--- config.mk ---
export PLATFORM = sky130hd
export DESIGN_NAME = pwr_seq
export DESIGN_NICKNAME = d
export VERILOG_FILES = /design/src/rtl/pwr_seq_pkg.sv /design/src/rtl/pwr_seq_timer.sv /design/src/rtl/pwr_seq_pll.sv /design/src/rtl/pwr_seq_irq.sv /design/src/rtl/pwr_seq.sv
export SDC_FILE = /design/constraint.sdc
export NUM_CORES = 1
export LEC_CHECK = 0
export ABC_AREA = 0
export ABC_CLOCK_PERIOD_IN_PS = 1700
export CORE_UTILIZATION = 45
export DETAILED_ROUTE_END_ITERATION = 6
export PLACE_DENSITY = 0.78
export SLEW_MARGIN = 20
export SYNTH_ARGS = -nofsm -noshare
export SYNTH_HDL_FRONTEND = slang
export SYNTH_SLANG_ARGS = --single-unit
--- constraint.sdc ---
create_clock -name clk -period 1.7 [get_ports clk]
set_input_delay 0.17 -clock clk [delete_from_list [all_inputs] [get_ports clk]]
set_output_delay 0.17 -clock clk [all_outputs]
set_load 0.02 [all_outputs]
--- src/rtl/pwr_seq_pkg.sv ---
package pwr_seq_pkg;
  typedef enum logic [2:0] {
    ST_HALT, ST_TIMER, ST_MISSION, ST_BROWN, ST_LCD, ST_SLEEP
  } seq_state_t;

  localparam logic [1:0] MODE_MISSION = 2'b00;
  localparam logic [1:0] MODE_BROWN   = 2'b01;
  localparam logic [1:0] MODE_LCD     = 2'b10;
  localparam logic [1:0] MODE_SLEEP   = 2'b11;
endpackage

--- src/rtl/pwr_seq_timer.sv ---
module pwr_seq_timer #(
  parameter int LONG_CYCLES  = 4100,
  parameter int SHORT_CYCLES = 2
) (
  input  logic clk,
  input  logic rst,
  input  logic start,
  input  logic long_sel,
  output logic done
);
  localparam int MAXC = (LONG_CYCLES > SHORT_CYCLES) ? LONG_CYCLES : SHORT_CYCLES;
  localparam int CW   = $clog2(MAXC + 1);
  localparam logic [CW-1:0] LONG_LAST  = CW'(LONG_CYCLES - 1);
  localparam logic [CW-1:0] SHORT_LAST = CW'(SHORT_CYCLES - 1);

  logic [CW-1:0] cnt;
  logic [CW-1:0] last_q;
  logic          running;

  always_ff @(posedge clk) begin
    if (rst) begin
      cnt     <= '0;
      last_q  <= '0;
      running <= 1'b0;
      done    <= 1'b0;
    end else begin
      done <= 1'b0;
      if (start) begin
        running <= 1'b1;
        cnt     <= '0;
        last_q  <= long_sel ? LONG_LAST : SHORT_LAST;
      end else if (running) begin
        if (cnt == last_q) begin
          running <= 1'b0;
          done    <= 1'b1;
        end else begin
          cnt <= cnt + 1'b1;
        end
      end
    end
  end

  AST_TIMER_RANGE: assert property (@(posedge clk) disable iff (rst)
    running |-> (cnt <= last_q));
endmodule

--- src/rtl/pwr_seq_pll.sv ---
module pwr_seq_pll #(
  parameter int SETTLE_CYCLES = 2048
) (
  input  logic clk,
  input  logic rst,
  input  logic pwr_good,
  output logic ready
);
  localparam int CW = $clog2(SETTLE_CYCLES + 1);
  localparam logic [CW-1:0] LAST = CW'(SETTLE_CYCLES - 1);

  logic [CW-1:0] cnt;

  always_ff @(posedge clk) begin
    if (rst || !pwr_good) begin
      cnt   <= '0;
      ready <= 1'b0;
    end else if (!ready) begin
      if (cnt == LAST) ready <= 1'b1;
      cnt <= cnt + 1'b1;
    end
  end

  AST_PLL_DROP: assert property (@(posedge clk) disable iff (rst)
    !pwr_good |=> !ready);
  AST_PLL_ROSE_POWERED: assert property (@(posedge clk) disable iff (rst)
    $rose(ready) |-> $past(pwr_good));
endmodule

--- src/rtl/pwr_seq_irq.sv ---
module pwr_seq_irq (
  input  logic clk,
  input  logic rst,
  input  logic set,
  input  logic clr,
  output logic pulse,
  output logic status
);
  always_ff @(posedge clk) begin
    if (rst) begin
      pulse  <= 1'b0;
      status <= 1'b0;
    end else begin
      pulse <= set;
      if (set)      status <= 1'b1;
      else if (clr) status <= 1'b0;
    end
  end

  AST_IRQ_PULSE: assert property (@(posedge clk) disable iff (rst)
    pulse |=> !pulse);
endmodule

--- src/rtl/pwr_seq.sv ---
module pwr_seq
  import pwr_seq_pkg::*;
#(
  parameter int RST_CYCLES   = 4100,
  parameter int NOPWR_CYCLES = 2,
  parameter int PLL_CYCLES   = 2048
) (
  input  logic       clk,
  input  logic       rst,
  input  logic       pwr_good,
  input  logic       bat_ok,
  input  logic       sw_req,
  input  logic       sw_deep,
  input  logic       irq_clr,
  output logic       wake,
  output logic       pll_ok,
  output logic       cpu_rst,
  output logic       cfg_rst,
  output logic       mode_irq,
  output logic       irq_status,
  output logic       wdog_en,
  output logic [1:0] mode
);
  seq_state_t state, state_d;
  logic       tmr_start, tmr_done, irq_set;

  assign tmr_start = (state == ST_HALT);
  assign irq_set   = (state == ST_BROWN) && (state_d == ST_MISSION);

  pwr_seq_timer #(.LONG_CYCLES(RST_CYCLES), .SHORT_CYCLES(NOPWR_CYCLES)) u_timer (
    .clk(clk), .rst(rst), .start(tmr_start), .long_sel(pwr_good), .done(tmr_done)
  );

  pwr_seq_pll #(.SETTLE_CYCLES(PLL_CYCLES)) u_pll (
    .clk(clk), .rst(rst), .pwr_good(pwr_good), .ready(pll_ok)
  );

  pwr_seq_irq u_irq (
    .clk(clk), .rst(rst), .set(irq_set), .clr(irq_clr),
    .pulse(mode_irq), .status(irq_status)
  );

  always_comb begin
    state_d = state;
    unique case (state)
      ST_HALT:  state_d = ST_TIMER;
      ST_TIMER:
        if (tmr_done) begin
          if (pll_ok)      state_d = ST_MISSION;
          else if (bat_ok) state_d = ST_BROWN;
          else             state_d = ST_SLEEP;
        end
      ST_MISSION:
        if (!pwr_good) state_d = bat_ok ? ST_BROWN : ST_SLEEP;
      ST_BROWN:
        if (pll_ok)      state_d = ST_MISSION;
        else if (!bat_ok) state_d = ST_SLEEP;
        else if (sw_req)  state_d = sw_deep ? ST_SLEEP : ST_LCD;
      ST_LCD, ST_SLEEP:
        if (pll_ok) state_d = ST_MISSION;
      default: state_d = ST_HALT;
    endcase
  end

  always_ff @(posedge clk) begin
    if (rst) begin
      state   <= ST_HALT;
      wake    <= 1'b0;
      cpu_rst <= 1'b1;
      cfg_rst <= 1'b1;
      wdog_en <= 1'b0;
      mode    <= MODE_SLEEP;
    end else begin
      state <= state_d;
      unique case (state_d)
        ST_MISSION: begin
          wake <= 1'b1; cpu_rst <= 1'b0; cfg_rst <= 1'b0; wdog_en <= 1'b1; mode <= MODE_MISSION;
        end
        ST_BROWN: begin
          wake <= 1'b1; cpu_rst <= 1'b0; cfg_rst <= 1'b0; wdog_en <= 1'b0; mode <= MODE_BROWN;
        end
        ST_LCD: begin
          wake <= 1'b0; cpu_rst <= 1'b1; cfg_rst <= 1'b1; wdog_en <= 1'b0; mode <= MODE_LCD;
        end
        default: begin
          wake <= 1'b0; cpu_rst <= 1'b1; cfg_rst <= 1'b1; wdog_en <= 1'b0; mode <= MODE_SLEEP;
        end
      endcase
    end
  end

  AST_MISSION_PLL: assert property (@(posedge clk) disable iff (rst)
    (mode == MODE_MISSION) |-> pll_ok);
  AST_IRQ_FROM_BROWN: assert property (@(posedge clk) disable iff (rst)
    $rose(mode_irq) |-> (mode == MODE_MISSION) && ($past(mode) == MODE_BROWN));
endmodule

==> out/results.ini <==
[status]
run_status=complete, no violations

[critical_path]
slowest_delay_ns=0.38
cp.arrival_ns=1.77
biggest_fanout_along_the_worst_timing_path=5
depth_of_the_worst_register_to_register_path=6
cp_slowest_cell=sky130_fd_sc_hd__or3_1
crit_path_cell_trace=ha_1 -> nand2_1 -> or3_1 -> nor3_1 -> xnor2_1 -> nor2_1
timing.rr.start=u_timer.cnt[0]$_SDFFE_PP0P_
critPathCaptureType=flop
worst_ep_required_time_ns=1.89
rr_endpoint=u_timer.cnt[12]$_SDFFE_PP0P_
crit_type=flop to flop
timing.critical_path.from_type=flop
ff2ff_setup_slack_ns=0.12

[power_and_ir_drop]
power.ir.vdd_worst_mv=0.631
p_seq_share_pct=58.3
comb_power_share_pct=6.5
share_clk_of_total_power_pct=35.3
p_sw_share_pct=22.3
net-switching-power_w=0.000367
p_leak_nw=0.792
cell_internal_pwr_w=0.00128
power.density_cell_area_nw_per_um2=790

[route]
wl_per_cell_um=11.5
wirelength_um=3190
num_vias=1419
ant_nets=0
detail_route.drc_violations=0
initialDrtViolationCount=41
vias_per_cell=5.12
total_iterations_of_the_first_detailed_routing_run=4

[grt]
grt_start_max_net_pins=14
grt_antenna_before_repair=0
vias_in_the_first_global_route=1310
gr-total-overflow=0
grt_first_pass_wirelength_um=5500
grt.total_usage_pct=17.5

[placement]
detailedPlacementHpwl_um=2320
gpl.final_weighted_congestion=0.844
placement.io_buffers=15

[hold_path]
hold_critical_path_endpoint=u_irq.status$_SDFFE_PP0P_
hold_crit_depth=2
min_from=u_irq.status$_SDFFE_PP0P_
timing.hold.worst.class=flop to flop

[sta]
drv_slew=0
maxClockFrequency_mhz=633
fin_worst_skew_ns=0.00483
final-setup-viol-count=0
timing_worst_slew_pin_value_ns=0.490
finalHoldViolations=0
fin_crit_sh_pct=93.0
setup_tns_ns=0
finalHoldWorstSlack_ns=0.476
normalized_max_slew_margin_pct=67.4
unrepaired_setup_endpoints_after_global_routing=false
finalCriticalPeriod_ns=1.58

[clocking]
clockRootBuffer=sky130_fd_sc_hd__clkbuf_8
postCtsSetupRepairBufs=0
clk_pin_slew_worst_paths_ns=0.07
tritoncts.num_buffers=5
clock_tree.buffer_depth=2
worstSkewPairLatency_ns=0.29
cts.sink_count=40
cts_tree=done
cts_max_level=2

[logic_synthesis]
seq_area_frac_synth_pct=45.8
syn_nets=213
synth-async-reset-ratio_pct=0
ys_ff_latch=40
post_synth_instance_area_um2=1750
synth-warning-count=0
ys_types=35
syn_area_per_cell_um2=8.57
synth_enable_flop_cells=0
post_synth_inst_count=204
main_flop_type_after_synthesis=sky130_fd_sc_hd__dfxtp_1

[flow_run]
drv.max_cap_violation_count=0

[die]
fp.coreArea_um2=3690
initial_utilization_pct=47.4
die_width_um=64.3
core.rowCount=22
die_area_um2=4140
io_pins=16
die_y_um=64.3

[layout]
design.final.nets=238
area.sequential_um2=805
syn_to_final_growth_pct=19.5
multi_input_logic_area_um2=870
postLayoutCoreUtil_pct=56.6
antenna_cells_inserted=0
layout-drive-gt1-share_pct=10.9
nFillCells=333

==> critical path, delay by kind of cell (launching register included) <==
family                     cells  cell delay, ns
xor gates and xnor gates       1            0.16
DFF                            1            0.35
and+or+nand+nor                4            0.78
adders and majority gates      1            0.18
==> what timing repair did <==
action	4_1_cts	5_1_grt
endpoints found under the hold margin	0	0
endpoints found under the setup margin	1	1
resized for setup	1	2
hold buffers	0	0
pin swaps	0	0
==> how the worst max path moves through the flow <==
| stage | slack, ns | startpoint | cells past startpoint | to |
|---|---|---|---|---|
| detailed placement | 0.03 | bat_ok | 5 | mode[0]$_SDFF_PP1_ |
| CTS | 0.10 | u_timer.cnt[0]$_SDFFE_PP0P_ | 6 | u_timer.cnt[12]$_SDFFE_PP0P_ |
| global route | 0.01 | u_timer.cnt[9]$_SDFFE_PP0P_ | 5 | u_timer.cnt[0]$_SDFFE_PP0P_ |
| finish | 0.12 | u_timer.cnt[0]$_SDFFE_PP0P_ | 6 | u_timer.cnt[12]$_SDFFE_PP0P_ |
| global placement | 0.07 | bat_ok | 6 | mode[0]$_SDFF_PP1_ |
| floorplan | 0.13 | u_timer.cnt[0]$_SDFFE_PP0P_ | 6 | u_timer.cnt[10]$_SDFFE_PP0P_ |
==> through the flow <==
step	total power [W]	area, um^2	setup WS (ns)	std cells
global route	0.00173	2090	0.0142	277
floorplan	0.00104	1750	0.129	204
CTS	0.00168	2090	0.104	277
global placement	0.00109	2010	0.0678	270
detailed placement	0.00109	2010	0.0254	270
finish	0.00165	2090	0.120	277
==> state kept, by name, indices dropped and copies added, names as in the netlist <==
| register | flops |
|---|---|
| u_pll.cnt | 12 |
| cfg_rst | 1 |
| u_timer.cnt | 13 |
| state | 3 |
| wdog_en | 1 |
| u_irq.status | 1 |
| wake | 1 |
| mode | 2 |
| u_timer.done | 1 |
| u_timer.running | 1 |
| u_irq.pulse | 1 |
| u_timer.last_q | 2 |
| u_pll.ready | 1 |
==> area by class of cell <==
type	instances	area share, %
Multi-Input combinational cell	146	41.6
Sequential cell	40	38.5
Timing Repair Buffer	28	11.9
Clock buffer	6	3.47
Tap cell	48	2.87
Inverter	8	1.44
Clock inverter	1	0.240
==> power groups by stage <==
stage / Sequential [W] / Combinational, W / Clock [W]
detailed placement: 0.000982 / 0.000107 / 0
global route: 0.000962 / 0.000119 / 0.000648
CTS: 0.000961 / 0.000108 / 0.000608
global placement: 0.000982 / 0.000105 / 0
finish: 0.000961 / 0.000107 / 0.000582
floorplan: 0.000980 / 0.0000602 / 0
==> metal layers <==
layer / GRT usage [%] / vias up / wire [um]
met1: 18.9 / 656 / 1530
li1: - / 739 / -
met4: 8.33 / 0 / 58
met2: 29.6 / 18 / 1490
met5: 0 / - / 0
met3: 6.96 / 6 / 114
==> kinds of logic after synthesis <==
| group | synth area share [%] |
|---|---|
| compound gates | 9.09 |
| simple gates | 27.6 |
| buf+inv | 4.44 |
| xor+xnor | 10.5 |
| fa+ha+maj | 1.43 |
| flops | 45.8 |
| mux | 1.15 |
==> cells in the mapped netlist, drive strengths merged (3+ instances only) <==
cell / number / share of area (%)
dfxtp: 40 / 46
nor2: 33 / 7.1
xor2: 16 / 8.0
a21oi: 11 / 3.1
nand2: 11 / 2.4
nand3: 10 / 3.1
inv: 8 / 1.7
nor2b: 7 / 2.5
nor3: 7 / 2.0
buf: 6 / 1.9
nand4: 6 / 2.1
o21ai: 5 / 1.4
or3: 5 / 1.9
xnor2: 5 / 2.5
and3: 4 / 1.4
clkbuf: 4 / 0.86
nand2b: 4 / 1.4
o21bai: 3 / 1.3
==> layout by cell type, fill, tap and decap left out, drive strengths merged <==
| cell type | instances |
|---|---|
| o21bai | 3 |
| nand4b | 1 |
| clkinv | 1 |
| mux2i | 2 |
| nor4 | 2 |
| o21a | 1 |
| or3 | 5 |
| dfxtp | 40 |
| o221ai | 1 |
| clkbuf | 6 |
| nand4 | 6 |
| o21ai | 5 |
| nor3 | 7 |
| clkdlybuf4s50 | 15 |
| nor2 | 33 |
| a21oi | 11 |
| nand2 | 11 |
| nor4b | 2 |
| xnor2 | 5 |
| a211o | 1 |
| nand3 | 10 |
| and3 | 4 |
| o211ai | 1 |
| ha | 2 |
| or2 | 1 |
| o22a | 1 |
| nor2b | 7 |
| a311oi | 1 |
| xor2 | 16 |
| nand2b | 4 |
| and4 | 2 |
| buf | 13 |
| a31oi | 1 |
| inv | 8 |
Note: power is estimated with default switching activity, not from simulation.
